## config.mk

```make
export PLATFORM = sky130hd
export DESIGN_NAME = cop_word_sender
export DESIGN_NICKNAME = d
export VERILOG_FILES = /design/src/rtl/cws_pkg.sv /design/src/rtl/cws_sync.sv /design/src/rtl/cws_edge.sv /design/src/rtl/cws_startup.sv /design/src/rtl/cws_link.sv /design/src/rtl/cop_word_sender.sv
export SDC_FILE = /design/constraint.sdc
export NUM_CORES = 1
export LEC_CHECK = 0
export BUFFER_PORTS_ARGS = -buffer_cell sky130_fd_sc_hd__buf_2
export CORE_ASPECT_RATIO = 0.9
export CORE_MARGIN = 10
export CORE_UTILIZATION = 30
export CTS_BUF_LIST = sky130_fd_sc_hd__clkbuf_8
export CTS_CLUSTER_DIAMETER = 80
export DETAILED_ROUTE_END_ITERATION = 8
export PLACE_DENSITY = 0.54
export SLEW_MARGIN = 15
export SYNTH_ARGS = -nofsm -noshare
export SYNTH_HDL_FRONTEND = slang
export SYNTH_SLANG_ARGS = --single-unit
```

## constraint.sdc

```tcl
create_clock -name clk -period 2.1 [get_ports clk]
set_clock_uncertainty 0.1 [all_clocks]
set_input_delay 0.42 -clock clk [delete_from_list [all_inputs] [get_ports clk]]
set_output_delay 0.42 -clock clk [all_outputs]
set_load 0.02 [all_outputs]
```

## src/rtl/cws_pkg.sv

```systemverilog
package cws_pkg;

    localparam int WORD_W_DEF   = 6;
    localparam int SYNC_STAGES  = 2;

    // Events derived from the synchronized ready line.
    typedef struct packed {
        logic level;
        logic rise;
        logic fall;
    } rdy_ev_t;

    // Start-up sequencer phases.
    typedef enum logic [1:0] {
        PH_RESET = 2'd0,
        PH_SKIP  = 2'd1,
        PH_RUN   = 2'd2
    } start_ph_e;

    // Word link states.
    typedef enum logic [1:0] {
        LK_EMPTY = 2'd0,
        LK_OFFER = 2'd1,
        LK_TAKEN = 2'd2
    } link_st_e;

    function automatic logic hold_for(input link_st_e st, input logic run);
        return run && (st != LK_OFFER);
    endfunction

endpackage

```

## src/rtl/cws_sync.sv

```systemverilog
module cws_sync #(
    parameter int W      = 1,
    parameter int STAGES = 2
) (
    input  logic         clk,
    input  logic         rst,
    input  logic [W-1:0] d,
    output logic [W-1:0] q
);
    logic [W-1:0] stg [STAGES];

    always_ff @(posedge clk) begin
        if (rst) stg[0] <= '0;
        else     stg[0] <= d;
    end

    for (genvar i = 1; i < STAGES; i++) begin : g_stage
        always_ff @(posedge clk) begin
            if (rst) stg[i] <= '0;
            else     stg[i] <= stg[i-1];
        end
    end

    assign q = stg[STAGES-1];
endmodule

```

## src/rtl/cws_edge.sv

```systemverilog
module cws_edge
    import cws_pkg::*;
(
    input  logic    clk,
    input  logic    rst,
    input  logic    lvl,
    output rdy_ev_t ev
);
    logic prev;

    always_ff @(posedge clk) begin
        if (rst) prev <= 1'b0;
        else     prev <= lvl;
    end

    always_comb begin
        ev.level = lvl;
        ev.rise  = lvl & ~prev;
        ev.fall  = ~lvl & prev;
    end
endmodule

```

## src/rtl/cws_startup.sv

```systemverilog
module cws_startup
    import cws_pkg::*;
#(
    parameter int RESET_CYCLES   = 8,
    parameter int STARTUP_PULSES = 2
) (
    input  logic    clk,
    input  logic    rst,
    input  rdy_ev_t ev,
    output logic    cop_reset,
    output logic    run
);
    localparam int CW = $clog2(RESET_CYCLES + 1);
    localparam int PW = $clog2(STARTUP_PULSES + 1);
    localparam logic [CW-1:0] C_LAST = CW'(RESET_CYCLES - 1);
    localparam logic [PW-1:0] P_LAST = PW'(STARTUP_PULSES - 1);

    start_ph_e     ph;
    logic [CW-1:0] cyc;
    logic [PW-1:0] pulses;

    always_ff @(posedge clk) begin
        if (rst) begin
            ph     <= PH_RESET;
            cyc    <= '0;
            pulses <= '0;
        end else begin
            unique case (ph)
                PH_RESET: begin
                    if (cyc == C_LAST) ph  <= PH_SKIP;
                    else               cyc <= cyc + 1'b1;
                end
                PH_SKIP: begin
                    if (ev.fall) begin
                        if (pulses == P_LAST) ph <= PH_RUN;
                        else                  pulses <= pulses + 1'b1;
                    end
                end
                default: ph <= PH_RUN;
            endcase
        end
    end

    assign cop_reset = (ph == PH_RESET);
    assign run       = (ph == PH_RUN);
endmodule

```

## src/rtl/cws_link.sv

```systemverilog
module cws_link
    import cws_pkg::*;
#(
    parameter int WORD_W = 6
) (
    input  logic              clk,
    input  logic              rst,
    input  logic              run,
    input  rdy_ev_t           ev,
    input  logic              in_valid,
    input  logic [WORD_W-1:0] in_word,
    output logic              in_ready,
    output logic [WORD_W-1:0] cop_word,
    output logic              cop_hold
);
    link_st_e st;
    logic     take;

    assign in_ready = run && (st == LK_EMPTY);
    assign take     = in_ready && in_valid;

    always_ff @(posedge clk) begin
        if (rst) begin
            st       <= LK_EMPTY;
            cop_word <= '0;
        end else begin
            if (take) cop_word <= in_word;
            unique case (st)
                LK_EMPTY: if (take)    st <= LK_OFFER;
                LK_OFFER: if (ev.fall) st <= LK_TAKEN;
                LK_TAKEN: if (ev.rise) st <= LK_EMPTY;
                default:               st <= LK_EMPTY;
            endcase
        end
    end

    assign cop_hold = hold_for(st, run);
endmodule

```

## src/rtl/cop_word_sender.sv

```systemverilog
module cop_word_sender
    import cws_pkg::*;
#(
    parameter int WORD_W         = WORD_W_DEF,
    parameter int RESET_CYCLES   = 8,
    parameter int STARTUP_PULSES = 2
) (
    input  logic              clk,
    input  logic              rst,
    input  logic              in_valid,
    input  logic [WORD_W-1:0] in_word,
    output logic              in_ready,
    input  logic              cop_rdy,
    input  logic              cop_err,
    output logic [WORD_W-1:0] cop_word,
    output logic              cop_hold,
    output logic              cop_reset,
    output logic              err_out
);
    logic [1:0] raw_in;
    logic [1:0] synced;
    rdy_ev_t    ev;
    logic       run;

    assign raw_in = {cop_err, cop_rdy};

    cws_sync #(.W(2), .STAGES(SYNC_STAGES)) u_sync (
        .clk(clk), .rst(rst), .d(raw_in), .q(synced)
    );

    assign err_out = synced[1];

    cws_edge u_edge (
        .clk(clk), .rst(rst), .lvl(synced[0]), .ev(ev)
    );

    cws_startup #(
        .RESET_CYCLES(RESET_CYCLES), .STARTUP_PULSES(STARTUP_PULSES)
    ) u_start (
        .clk(clk), .rst(rst), .ev(ev), .cop_reset(cop_reset), .run(run)
    );

    cws_link #(.WORD_W(WORD_W)) u_link (
        .clk(clk), .rst(rst), .run(run), .ev(ev),
        .in_valid(in_valid), .in_word(in_word), .in_ready(in_ready),
        .cop_word(cop_word), .cop_hold(cop_hold)
    );
endmodule

```

==> flow_metrics.py <==
metrics = {
    "die": {
        "core_area_sq_um": 2820,
        "row_count": 18,
        "io_pins": 21,
        "die-area_sq_um": 5590,
        "die_h_um": 72.0,
        "initial_core_util": 0.320,
        "die_x_um": 77.7,
    },
    "clock_tree": {
        "cts_buffer_depth": 2,
        "cts_sinks": 21,
        "root_buffer": "clkbuf_8",
        "cts.hold.buffers_added": 0,
        "post_cts_buffers": 0,
        "numCtsBuffers": 3,
        "clk_latency_ns": 0.26,
        "cts.repair.resized": 0,
        "clkTransAtPathRegs_ns": 0.08,
        "cts_tree": "done",
        "htree_levels": 1,
    },
    "layout": {
        "num_antenna_cells": 0,
        "fillers": 295,
        "multi_input_area_sq_um": 453,
        "nets": 125,
        "syn_to_final_growth_pct": 20.4,
        "seqCellArea_sq_um": 420,
        "drive_gt1_frac": 0.252,
    },
    "power": {
        "ir_drop_v": 0.000392,
        "design_power_total_mw": 0.723,
        "power_density_nw_per_um2": 667,
        "p_leak_nw": 0.444,
    },
    "yosys": {
        "syn-cell-area_sq_um": 900,
        "yosysUniqueCellTypes": 28,
        "ys_warn_count": 0,
        "synth_edf_count": 0,
        "avgSynthCellArea_sq_um": 9.89,
        "ys_ff_latch": 21,
        "synth_nets": 104,
        "synth_area_leaders": "dfxtp_1, nand2b_1, nor2b_1",
        "synthFlopType": "dfxtp_1",
        "synth_cells": 91,
        "synthArstFlopShare": 0,
        "ys_seq_area_frac": 0.467,
        "synth_largest_area_cell": "dfxtp_1",
        "synth.top_cell.area_share": 0.467,
    },
    "drt": {
        "dr.pass1.iters": 4,
        "drc": 0,
        "vias": 687,
        "drtIter0Drc": 25,
        "vias_per_cell": 4.55,
        "routed_wl_um": 1780,
        "post_drt_wl_per_cell_um": 11.8,
        "detail-route-antenna-nets": 0,
    },
    "setup_path": {
        "reg2reg_from": "u_start.cyc[0]$_SDFFE_PP0P_",
        "reg2reg_depth": 4,
        "rrSetupSlack_ns": 0.60,
        "start_kind": "flip-flop",
        "worst_ep_required_time_ns": 1.58,
        "crit_end": "cop_hold",
        "worst_r2r_endpoint": "u_start.cyc[0]$_SDFFE_PP0P_",
        "crit_start": "u_link.st[0]$_SDFFE_PP0P_",
        "critPathMaxFanout": 3,
        "critPathKind": "flip-flop to output pin",
        "crit_arrival_ns": 1.21,
        "end_kind": "output pin",
    },
    "timing": {
        "setup_viol": 0,
        "worstMarginPinSlew_ns": 0.452,
        "finalHoldViolCount": 0,
        "slew_headroom": 0.699,
        "fin_ws_ns": 0.367,
        "fmax_ghz": 0.577,
        "fin_crit_ns": 1.73,
        "drv_slew": 0,
        "tns_ns": 0,
        "holdWs_ns": 0.263,
        "finalCritPeriodShare": 0.825,
        "grt_setup_unrepaired": "no",
    },
    "placement": {
        "dp_slack_ns": 0.606,
        "gp_congestion": 0.730,
        "port_buffers": 20,
        "dp_hpwl_um": 1340,
    },
    "status": {
        "outcome": "finished clean",
    },
    "global_route": {
        "grt_max_degree": 32,
        "overflow": 0,
        "antenna_found_initial": 0,
        "grtUsageTotal": 0.0642,
        "grt_pass1_wl_um": 2970,
        "first_global_vias": 646,
    },
    "hold_path": {
        "hold_depth": 2,
        "worstHoldPathType": "input pin to flip-flop",
    },
    "run": {
        "max-cap-violations": 0,
    },
}
-- Yosys cell counts (2+ instances only) --
| cell type | number |
|---|---|
| ha_1 | 2 |
| nand2b_1 | 10 |
| nor3b_1 | 2 |
| mux2_1 | 3 |
| o21ai_1 | 6 |
| dfxtp_1 | 21 |
| nor2_1 | 7 |
| nor3_1 | 3 |
| a21oi_1 | 3 |
| clkbuf_1 | 3 |
| nand4b_1 | 6 |
| nor2b_1 | 9 |
-- layer usage --
layer	vias to the layer above	GRT usage	part of all wire	wire length, um
met2	10	0.107	0.50	890
li1	356	-	-	-
met1	319	0.0733	0.44	789
met5	-	0	0	0
met4	0	0.0243	0.017	31
met3	2	0.0246	0.035	63
-- sequential cells by signal, indices dropped and copies added, names as in the netlist --
signal           count
u_link.cop_word      6
u_edge.prev          1
u_start.ph           2
u_start.pulses       2
u_link.st            2
u_sync.stg           4
u_start.cyc          4
-- cell usage in the layout (no fill, tap or decap), drive strengths merged --
master | Yosys | layout
nand4 | 1 | 1
clkinvlp | 0 | 1
nor4b | 2 | 2
o31ai | 1 | 1
nand4b | 6 | 6
o21ai | 6 | 6
dfxtp | 21 | 21
mux2i | 1 | 1
nor3b | 2 | 2
nor3 | 3 | 3
nor2 | 7 | 7
ha | 2 | 2
clkbuf | 3 | 3
and2 | 1 | 1
nand3b | 1 | 1
mux2 | 3 | 3
inv | 1 | 1
a22oi | 1 | 1
a21oi | 3 | 3
and3b | 1 | 1
nor2b | 9 | 9
nand2b | 10 | 10
nand2 | 1 | 1
or4 | 1 | 1
a31oi | 1 | 1
buf | 2 | 21
and4 | 1 | 1
-- power by group --
| part | switching [mW] | total, mW | internal [mW] |
|---|---|---|---|
| logic | 0.0205 | 0.0418 | 0.0213 |
| clock network | 0.133 | 0.267 | 0.134 |
| registers | 0.00655 | 0.414 | 0.408 |
-- worst max-delay path, stage by stage, from the launching register on --
cell and delay (ns):
dfxtp_1 0.34, nor2b_1 0.16, nor3b_1 0.24, buf_2 0.22
-- worst min path at each step --
| stage | to | slack, ns | start |
|---|---|---|---|
| after floorplan | u_sync.stg[1][0]$_SDFF_PP0_ | 0.31 | u_sync.stg[0][0]$_SDFF_PP0_ |
| after global placement | u_sync.stg[1][1]$_SDFF_PP0_ | 0.32 | u_sync.stg[0][1]$_SDFF_PP0_ |
| after detailed placement | u_sync.stg[1][0]$_SDFF_PP0_ | 0.32 | u_sync.stg[0][0]$_SDFF_PP0_ |
| after CTS | u_sync.stg[0][1]$_SDFF_PP0_ | 0.26 | cop_err |
| after global routing | u_sync.stg[0][1]$_SDFF_PP0_ | 0.27 | cop_err |
| final | u_sync.stg[0][1]$_SDFF_PP0_ | 0.26 | cop_err |
-- area by class of cell --
class,count,share of cell area
clock buffer,3,0.0381
tap,40,0.0462
inverter,1,0.00346
timing repair buffer,21,0.0993
sequential,21,0.388
multi-input combinational,64,0.418
clock inverter,1,0.00693
-- metrics by stage --
stage	area, sq um	std cells	utilization
6_report	1080	151	0.385
4_1_cts	1080	151	0.385
2_1_floorplan	900	91	-
3_5_place_dp	1030	147	0.368
5_1_grt	1080	151	0.385
3_3_place_gp	1030	147	0.368
-- logic make-up after synthesis --
group | Yosys count | synth area share
AO/OA/AOI/OAI | 12 | 0.0737
AND/OR/NAND/NOR | 46 | 0.353
flip-flops | 21 | 0.467
buffers and inverters | 6 | 0.0292
multiplexers | 4 | 0.0487
adder cells (fa/ha/maj) | 2 | 0.0278
Note: power is estimated with default switching activity, not from simulation.
